<file path="src/rtl/otg_irq_pkg.sv">
package otg_irq_pkg;
  localparam int unsigned NSRC = 7;
  // source indices, shared by enable (24+i) and status (16+i) positions
  localparam int unsigned S_ID  = 0;
  localparam int unsigned S_AVV = 1;
  localparam int unsigned S_ASV = 2;
  localparam int unsigned S_BSV = 3;
  localparam int unsigned S_BSE = 4;
  localparam int unsigned S_TMR = 5;
  localparam int unsigned S_DP  = 6;
  localparam int unsigned EN_LSB   = 24;
  localparam int unsigned ST_LSB   = 16;
  localparam int unsigned LIVE_BIT = 14;

  typedef logic [NSRC-1:0] src_vec_t;

  function automatic src_vec_t next_status(src_vec_t cur, src_vec_t set, src_vec_t clr);
    return (cur & ~clr) | set;
  endfunction

  function automatic logic [31:0] pack_csr(src_vec_t en, src_vec_t st, logic live);
    logic [31:0] r;
    r = '0;
    r[EN_LSB +: NSRC] = en;
    r[ST_LSB +: NSRC] = st;
    r[LIVE_BIT]       = live;
    return r;
  endfunction
endpackage

</file>
<file path="src/rtl/otg_level_watch.sv">
module otg_level_watch #(
  parameter int unsigned W = 5
) (
  input  logic         clk,
  input  logic         rst_n,
  input  logic [W-1:0] lvl_async,
  output logic [W-1:0] lvl_chg
);
  logic [W-1:0] s1_q, s2_q, prev_q;

  for (genvar i = 0; i < W; i++) begin : g_bit
    always_ff @(posedge clk) begin
      if (!rst_n) begin
        s1_q[i]   <= 1'b0;
        s2_q[i]   <= 1'b0;
        prev_q[i] <= 1'b0;
      end else begin
        s1_q[i]   <= lvl_async[i];
        s2_q[i]   <= s1_q[i];
        prev_q[i] <= s2_q[i];
      end
    end
    assign lvl_chg[i] = s2_q[i] ^ prev_q[i];

    // after a change the registered copy tracks the synchronized level
    p_change_tracked_r4: assert property (@(posedge clk) disable iff (!rst_n)
      lvl_chg[i] |=> (prev_q[i] == $past(s2_q[i])));
  end
endmodule

</file>
<file path="src/rtl/otg_tick_timer.sv">
module otg_tick_timer #(
  parameter int unsigned TICK_CYCLES = 60000
) (
  input  logic clk,
  input  logic rst_n,
  output logic tick
);
  localparam int unsigned CW = $clog2(TICK_CYCLES);
  localparam logic [CW-1:0] LAST = CW'(TICK_CYCLES - 1);

  logic [CW-1:0] cnt_q;

  always_ff @(posedge clk) begin
    if (!rst_n)             cnt_q <= '0;
    else if (cnt_q == LAST) cnt_q <= '0;
    else                    cnt_q <= cnt_q + 1'b1;
  end

  assign tick = (cnt_q == LAST);

  p_wrap_r7: assert property (@(posedge clk) disable iff (!rst_n)
    tick |=> (cnt_q == '0));
  p_tick_narrow_r7: assert property (@(posedge clk) disable iff (!rst_n)
    tick |=> !tick);
endmodule

</file>
<file path="src/rtl/otg_sticky_status.sv">
module otg_sticky_status
  import otg_irq_pkg::*;
(
  input  logic     clk,
  input  logic     rst_n,
  input  src_vec_t set_vec,
  input  src_vec_t clr_vec,
  output src_vec_t st_q
);
  always_ff @(posedge clk) begin
    if (!rst_n) st_q <= '0;
    else        st_q <= next_status(st_q, set_vec, clr_vec);
  end

  // a hardware set always lands, even against a clear
  p_set_wins_r9: assert property (@(posedge clk) disable iff (!rst_n)
    (set_vec != '0) |=> ((st_q & $past(set_vec)) == $past(set_vec)));
  // a clear without a competing set empties the bit
  p_clear_r3: assert property (@(posedge clk) disable iff (!rst_n)
    (clr_vec != '0) |=> ((st_q & $past(clr_vec & ~set_vec)) == '0));
  // bits neither set nor cleared keep their value
  p_hold_r3: assert property (@(posedge clk) disable iff (!rst_n)
    1'b1 |=> ((st_q & ~$past(set_vec | clr_vec)) == ($past(st_q) & ~$past(set_vec | clr_vec))));
endmodule

</file>
<file path="src/rtl/otg_irq_ctrl.sv">
module otg_irq_ctrl
  import otg_irq_pkg::*;
#(
  parameter int unsigned TICK_CYCLES = 60000,
  parameter logic [1:0]  HOST_MODE   = 2'b11
) (
  input  logic        clk,
  input  logic        rst_n,
  input  logic        wr_en,
  input  logic [31:0] wr_data,
  output logic [31:0] rd_data,
  input  logic        id_lvl,
  input  logic        vbus_vld,
  input  logic        a_sess_vld,
  input  logic        b_sess_vld,
  input  logic        b_sess_end,
  input  logic        dp_pulse,
  input  logic        dm_pulse,
  input  logic [1:0]  ctrl_mode,
  input  logic        port_pwr,
  output logic        irq
);
  localparam int unsigned NLVL = 5;

  logic [NLVL-1:0] lvl_raw, lvl_chg;
  logic            ms_tick;
  logic            pulse_live;
  logic            pulse_gate;
  src_vec_t        en_q, st_q, set_vec, clr_vec;
  logic            unused_wr;

  // level inputs ordered to match source indices 0..4
  assign lvl_raw = {b_sess_end, b_sess_vld, a_sess_vld, vbus_vld, id_lvl};

  otg_level_watch #(.W(NLVL)) u_lvl (
    .clk       (clk),
    .rst_n     (rst_n),
    .lvl_async (lvl_raw),
    .lvl_chg   (lvl_chg)
  );

  otg_tick_timer #(.TICK_CYCLES(TICK_CYCLES)) u_tmr (
    .clk   (clk),
    .rst_n (rst_n),
    .tick  (ms_tick)
  );

  assign pulse_gate = (ctrl_mode == HOST_MODE) && !port_pwr;
  assign pulse_live = pulse_gate && (dp_pulse || dm_pulse);

  assign set_vec = {pulse_live, ms_tick, lvl_chg};
  assign clr_vec = wr_en ? wr_data[ST_LSB +: NSRC] : '0;

  otg_sticky_status u_st (
    .clk     (clk),
    .rst_n   (rst_n),
    .set_vec (set_vec),
    .clr_vec (clr_vec),
    .st_q    (st_q)
  );

  always_ff @(posedge clk) begin
    if (!rst_n)     en_q <= '0;
    else if (wr_en) en_q <= wr_data[EN_LSB +: NSRC];
  end

  assign unused_wr = ^{wr_data[31], wr_data[23], wr_data[15:0]};

  assign rd_data = pack_csr(en_q, st_q, pulse_live);
  assign irq     = |(st_q & en_q);

  // outside host mode with power off no pulse reaches the status
  p_pulse_gate_r5: assert property (@(posedge clk) disable iff (!rst_n)
    (ctrl_mode != HOST_MODE || port_pwr) |-> !pulse_live);
  // the interrupt level holds while software leaves the register alone
  p_irq_hold_r8: assert property (@(posedge clk) disable iff (!rst_n)
    (irq && !wr_en) |=> irq);
  // the live pulse bit never latches
  p_live_follows_r6: assert property (@(posedge clk) disable iff (!rst_n)
    !(dp_pulse || dm_pulse) |-> !rd_data[LIVE_BIT]);
endmodule

</file>
<file path="config.mk">
export PLATFORM = sky130hd
export DESIGN_NAME = otg_irq_ctrl
export DESIGN_NICKNAME = d
export VERILOG_FILES = /design/src/rtl/otg_irq_pkg.sv /design/src/rtl/otg_level_watch.sv /design/src/rtl/otg_tick_timer.sv /design/src/rtl/otg_sticky_status.sv /design/src/rtl/otg_irq_ctrl.sv
export SDC_FILE = /design/constraint.sdc
export NUM_CORES = 1
export LEC_CHECK = 0
export BUFFER_PORTS_ARGS = -buffer_cell sky130_fd_sc_hd__buf_2
export CAP_MARGIN = 10
export CORE_MARGIN = 5
export CORE_UTILIZATION = 47
export DETAILED_ROUTE_END_ITERATION = 6
export PLACE_DENSITY = 0.82
export SLEW_MARGIN = 20
export SYNTH_ARGS = -nofsm -noshare
export SYNTH_HDL_FRONTEND = slang
export SYNTH_SLANG_ARGS = --single-unit
</file>
<file path="constraint.sdc">
create_clock -name clk -period 1.75 [get_ports clk]
set_input_delay 0.2625 -clock clk [delete_from_list [all_inputs] [get_ports clk]]
set_output_delay 0.2625 -clock clk [all_outputs]
set_load 0.1 [all_outputs]
</file>
==> flow_metrics.tcl <==
set metrics [dict create \
    numPortBuffers 42 \
    clkLatencyLatePin_ps 300 \
    synth_compound_area_share_pct 3.23 \
    clk_pin_slew_ps 90 \
    hpwl_mm 2.42 \
    min_period_ps 1680 \
    fin_skew_ps 5.70 \
    synthMuxAreaShare_pct 3.77 \
    area_delta_synth_final_pct 17.9 \
    core_area_um2 3740 \
    p_per_area_nw_per_um2 996 \
    comb_power_share_pct 21.0 \
    crit_chain "a222oi_1 > nand3_4 > buf_6" \
    drc_errors 0 \
    slowest_stage "a222oi_1" \
    synth_cell_types 29 \
    n_fill_cell 339 \
    final_hold_viol_count 0 \
    antenna_cells 0 \
    cts-root-buf "clkbuf_8" \
    fp.dieH_um 72.9 \
    grt_usage_pct 13.0 \
    first_pass_iters 4 \
    nNetsFinal 286 \
    rows 22 \
    die_w_um 72.9 \
    setup_ws_ps 66.8 \
    drv_cap 0 \
    hp-class "input port to flip-flop" \
    required_ps 1490 \
    io_pins 78 \
    drive_above_1_share_pct 31.5 \
    dp.cells 281 \
    dieArea_um2 5320 \
    crit_fanout 3 \
    power_switching_uw 754 \
    vias_per_cell 4.70 \
    drtAntennaViolNets 0 \
    cpPeakStageDelay_ps 470 \
    start_util_pct 49.7 \
    rsz0062_at_grt "yes" \
    cts_buffers 5 \
    fmax_mhz 594 \
    postCtsSetupRepairBufs 0 \
    final_cell_area_um2 2190 \
    power_frac_seq_pct 49.9 \
    htreeDepth 2 \
    syn_avg_cell_area_um2 9.64 \
    yosysWarnings 0 \
    ys_seq_elements 45 \
    fin_util_pct 58.6 \
    crit_family "compound AO/OA/AOI/OAI gates" \
    wirelength_mm 3.35 \
    grt_max_degree 31 \
    clock-sinks 45 \
    setup_viol 0 \
    grt_pass1_wl_mm 5.31 \
    synth_area_um2 1860 \
    cp-end-kind "primary output" \
    preCtsSetupSlack_ps 178 \
    p_clk_share_pct 29.1 \
    ys_seq_area_share_pct 48.4 \
    arrival_ps 1420 \
    clock_tree.buffer_depth 2 \
    final_cells 289 \
    crit_type "flip-flop to primary output" \
    dr.first_iter.drc_count 103 \
    synth_xor_area_share_pct 8.94 \
    grt_pass1_vias 1216 \
    synthSimpleGateAreaFrac_pct 25.4 \
    tns_ps 0 \
    antenna_found_initial 0 \
    dr_total_vias 1357 \
    yosys.area.top_type "dfxtp_1" \
    gp_congestion 0.773 \
    grt-ovfl-total 0 \
    p_leak_uw 0.000976 \
    ir_drop_mv 0.515 \
    synth_top_cell_area_share_pct 48.4 \
    path_buf_inv 1 \
    wl_per_cell_um 11.6 \
    cts_tree "built" \
    dpl_cell_area_um2 2100 \
    synth_cells 193 \
    p_int_uw 1430 \
    start_kind "flip-flop" \
    status "completed" \
    synthAdderAreaFrac_pct 0.672 \
    synthTopCellsByArea "dfxtp_1, buf_4, and2_1, xnor2_1, nor2b_1" \
    slew_viol_final 0 \
    p_sw_share_pct 34.5 \
    period_share_pct 96.2 \
    synth_top_family_by_area "simple AND/OR/NAND/NOR gates" \
]
-- final cells by class --
type                       count  area [um2]  share of cell area (%)
inverter                       3        11.3                   0.513
timing repair buffer          47         254                    11.6
clock inverter                 3        22.5                    1.03
multi-input combinational    138         858                    39.1
clock buffer                   5        68.8                    3.14
sequential                    45         918                    41.9
tap                           48        60.1                    2.74
-- timing repair --
action / CTS / global route
pin swaps: 1 / 1
setup endpoints to repair: 1 / 2
resized for setup: 1 / 1
hold buffers: 0 / 0
endpoints found under the hold margin: 0 / 0
-- worst register-to-register path: cells and delay by family, from the launching register on --
family                   cells  cell delay, ps
adder cells (fa/ha/maj)      1             210
flip-flops                   1             380
AND/OR/NAND/NOR              4             920
-- cell families (layout without fill, tap and decap cells) --
| logic type | after synthesis | in the layout |
|---|---|---|
| other cells | 1 | 17 |
| buf+inv | 26 | 58 |
| xor+xnor | 19 | 19 |
| compound gates | 10 | 10 |
| fa+ha+maj | 1 | 1 |
| mux | 7 | 7 |
| flops | 45 | 45 |
| simple gates | 84 | 84 |
-- routing by layer --
metal / track usage [%] / part of all wire, % / vias up
met5: 0 / 0 / -
met4: 6.76 / 1.9 / 0
met3: 4.82 / 8.8 / 5
met2: 20.4 / 45 / 49
met1: 15.3 / 44 / 609
li1: - / - / 694
-- synthesized netlist by cell type --
master    number
a21oi_1        7
a222oi_1       1
a22oi_1        2
and2_1        16
and4_1         1
buf_2          1
buf_4         18
buf_6          1
clkbuf_1       3
conb_1         1
dfxtp_1       45
ha_1           1
inv_1          3
mux2i_1        7
nand2_1       12
nand3_1        5
nand4_1        4
nand4_2        1
nand4b_1       2
nor2_1        14
nor2_2         3
nor2b_1       14
nor3_1         5
nor4_1         4
nor4_2         1
or2b_4         1
or3_1          1
xnor2_1       11
xor2_1         8
-- power by group through the flow --
stage	clock [uW]	sequential, uW	combinational, uW
floorplan	0	1240	289
global route	704	1100	479
global placement	0	1110	451
finish	635	1090	458
CTS	653	1090	459
detailed placement	0	1110	456
-- placed cells by master (no fill, tap or decap), types with 7 or more instances in the layout --
cell type,Yosys,layout
buf_2,1,41
dfxtp_1,45,31
conb_1,1,17
and2_1,16,16
nor2_1,14,14
nor2b_1,14,14
dfxtp_2,0,14
nand2_1,12,12
xnor2_1,11,11
xor2_1,8,8
a21oi_1,7,7
mux2i_1,7,7
-- final timing paths --
path	slack, ps	cells after the start	to	start
max reg2reg	130	5	u_tmr.cnt_q[9]	u_tmr.cnt_q[1]
min	160	2	u_lvl.s1_q[0]	id_lvl
max	70	3	irq	u_st.st_q[3]
min reg2reg	440	1	u_lvl.s2_q[0]	u_lvl.s1_q[0]
-- flip-flops by register name (all words and copies together) (netlist names) --
signal,count
en_q,7
u_lvl.prev_q,5
u_lvl.s1_q,5
u_lvl.s2_q,5
u_st.st_q,7
u_tmr.cnt_q,16
-- per-stage QoR --
step / hold slack, ps / power (uW)
3_3_place_gp: 414 / 1560
5_1_grt: 147 / 2280
2_1_floorplan: 390 / 1530
3_5_place_dp: 419 / 1570
4_1_cts: 154 / 2200
6_report: 164 / 2180
(Power assumes the default switching activity.)
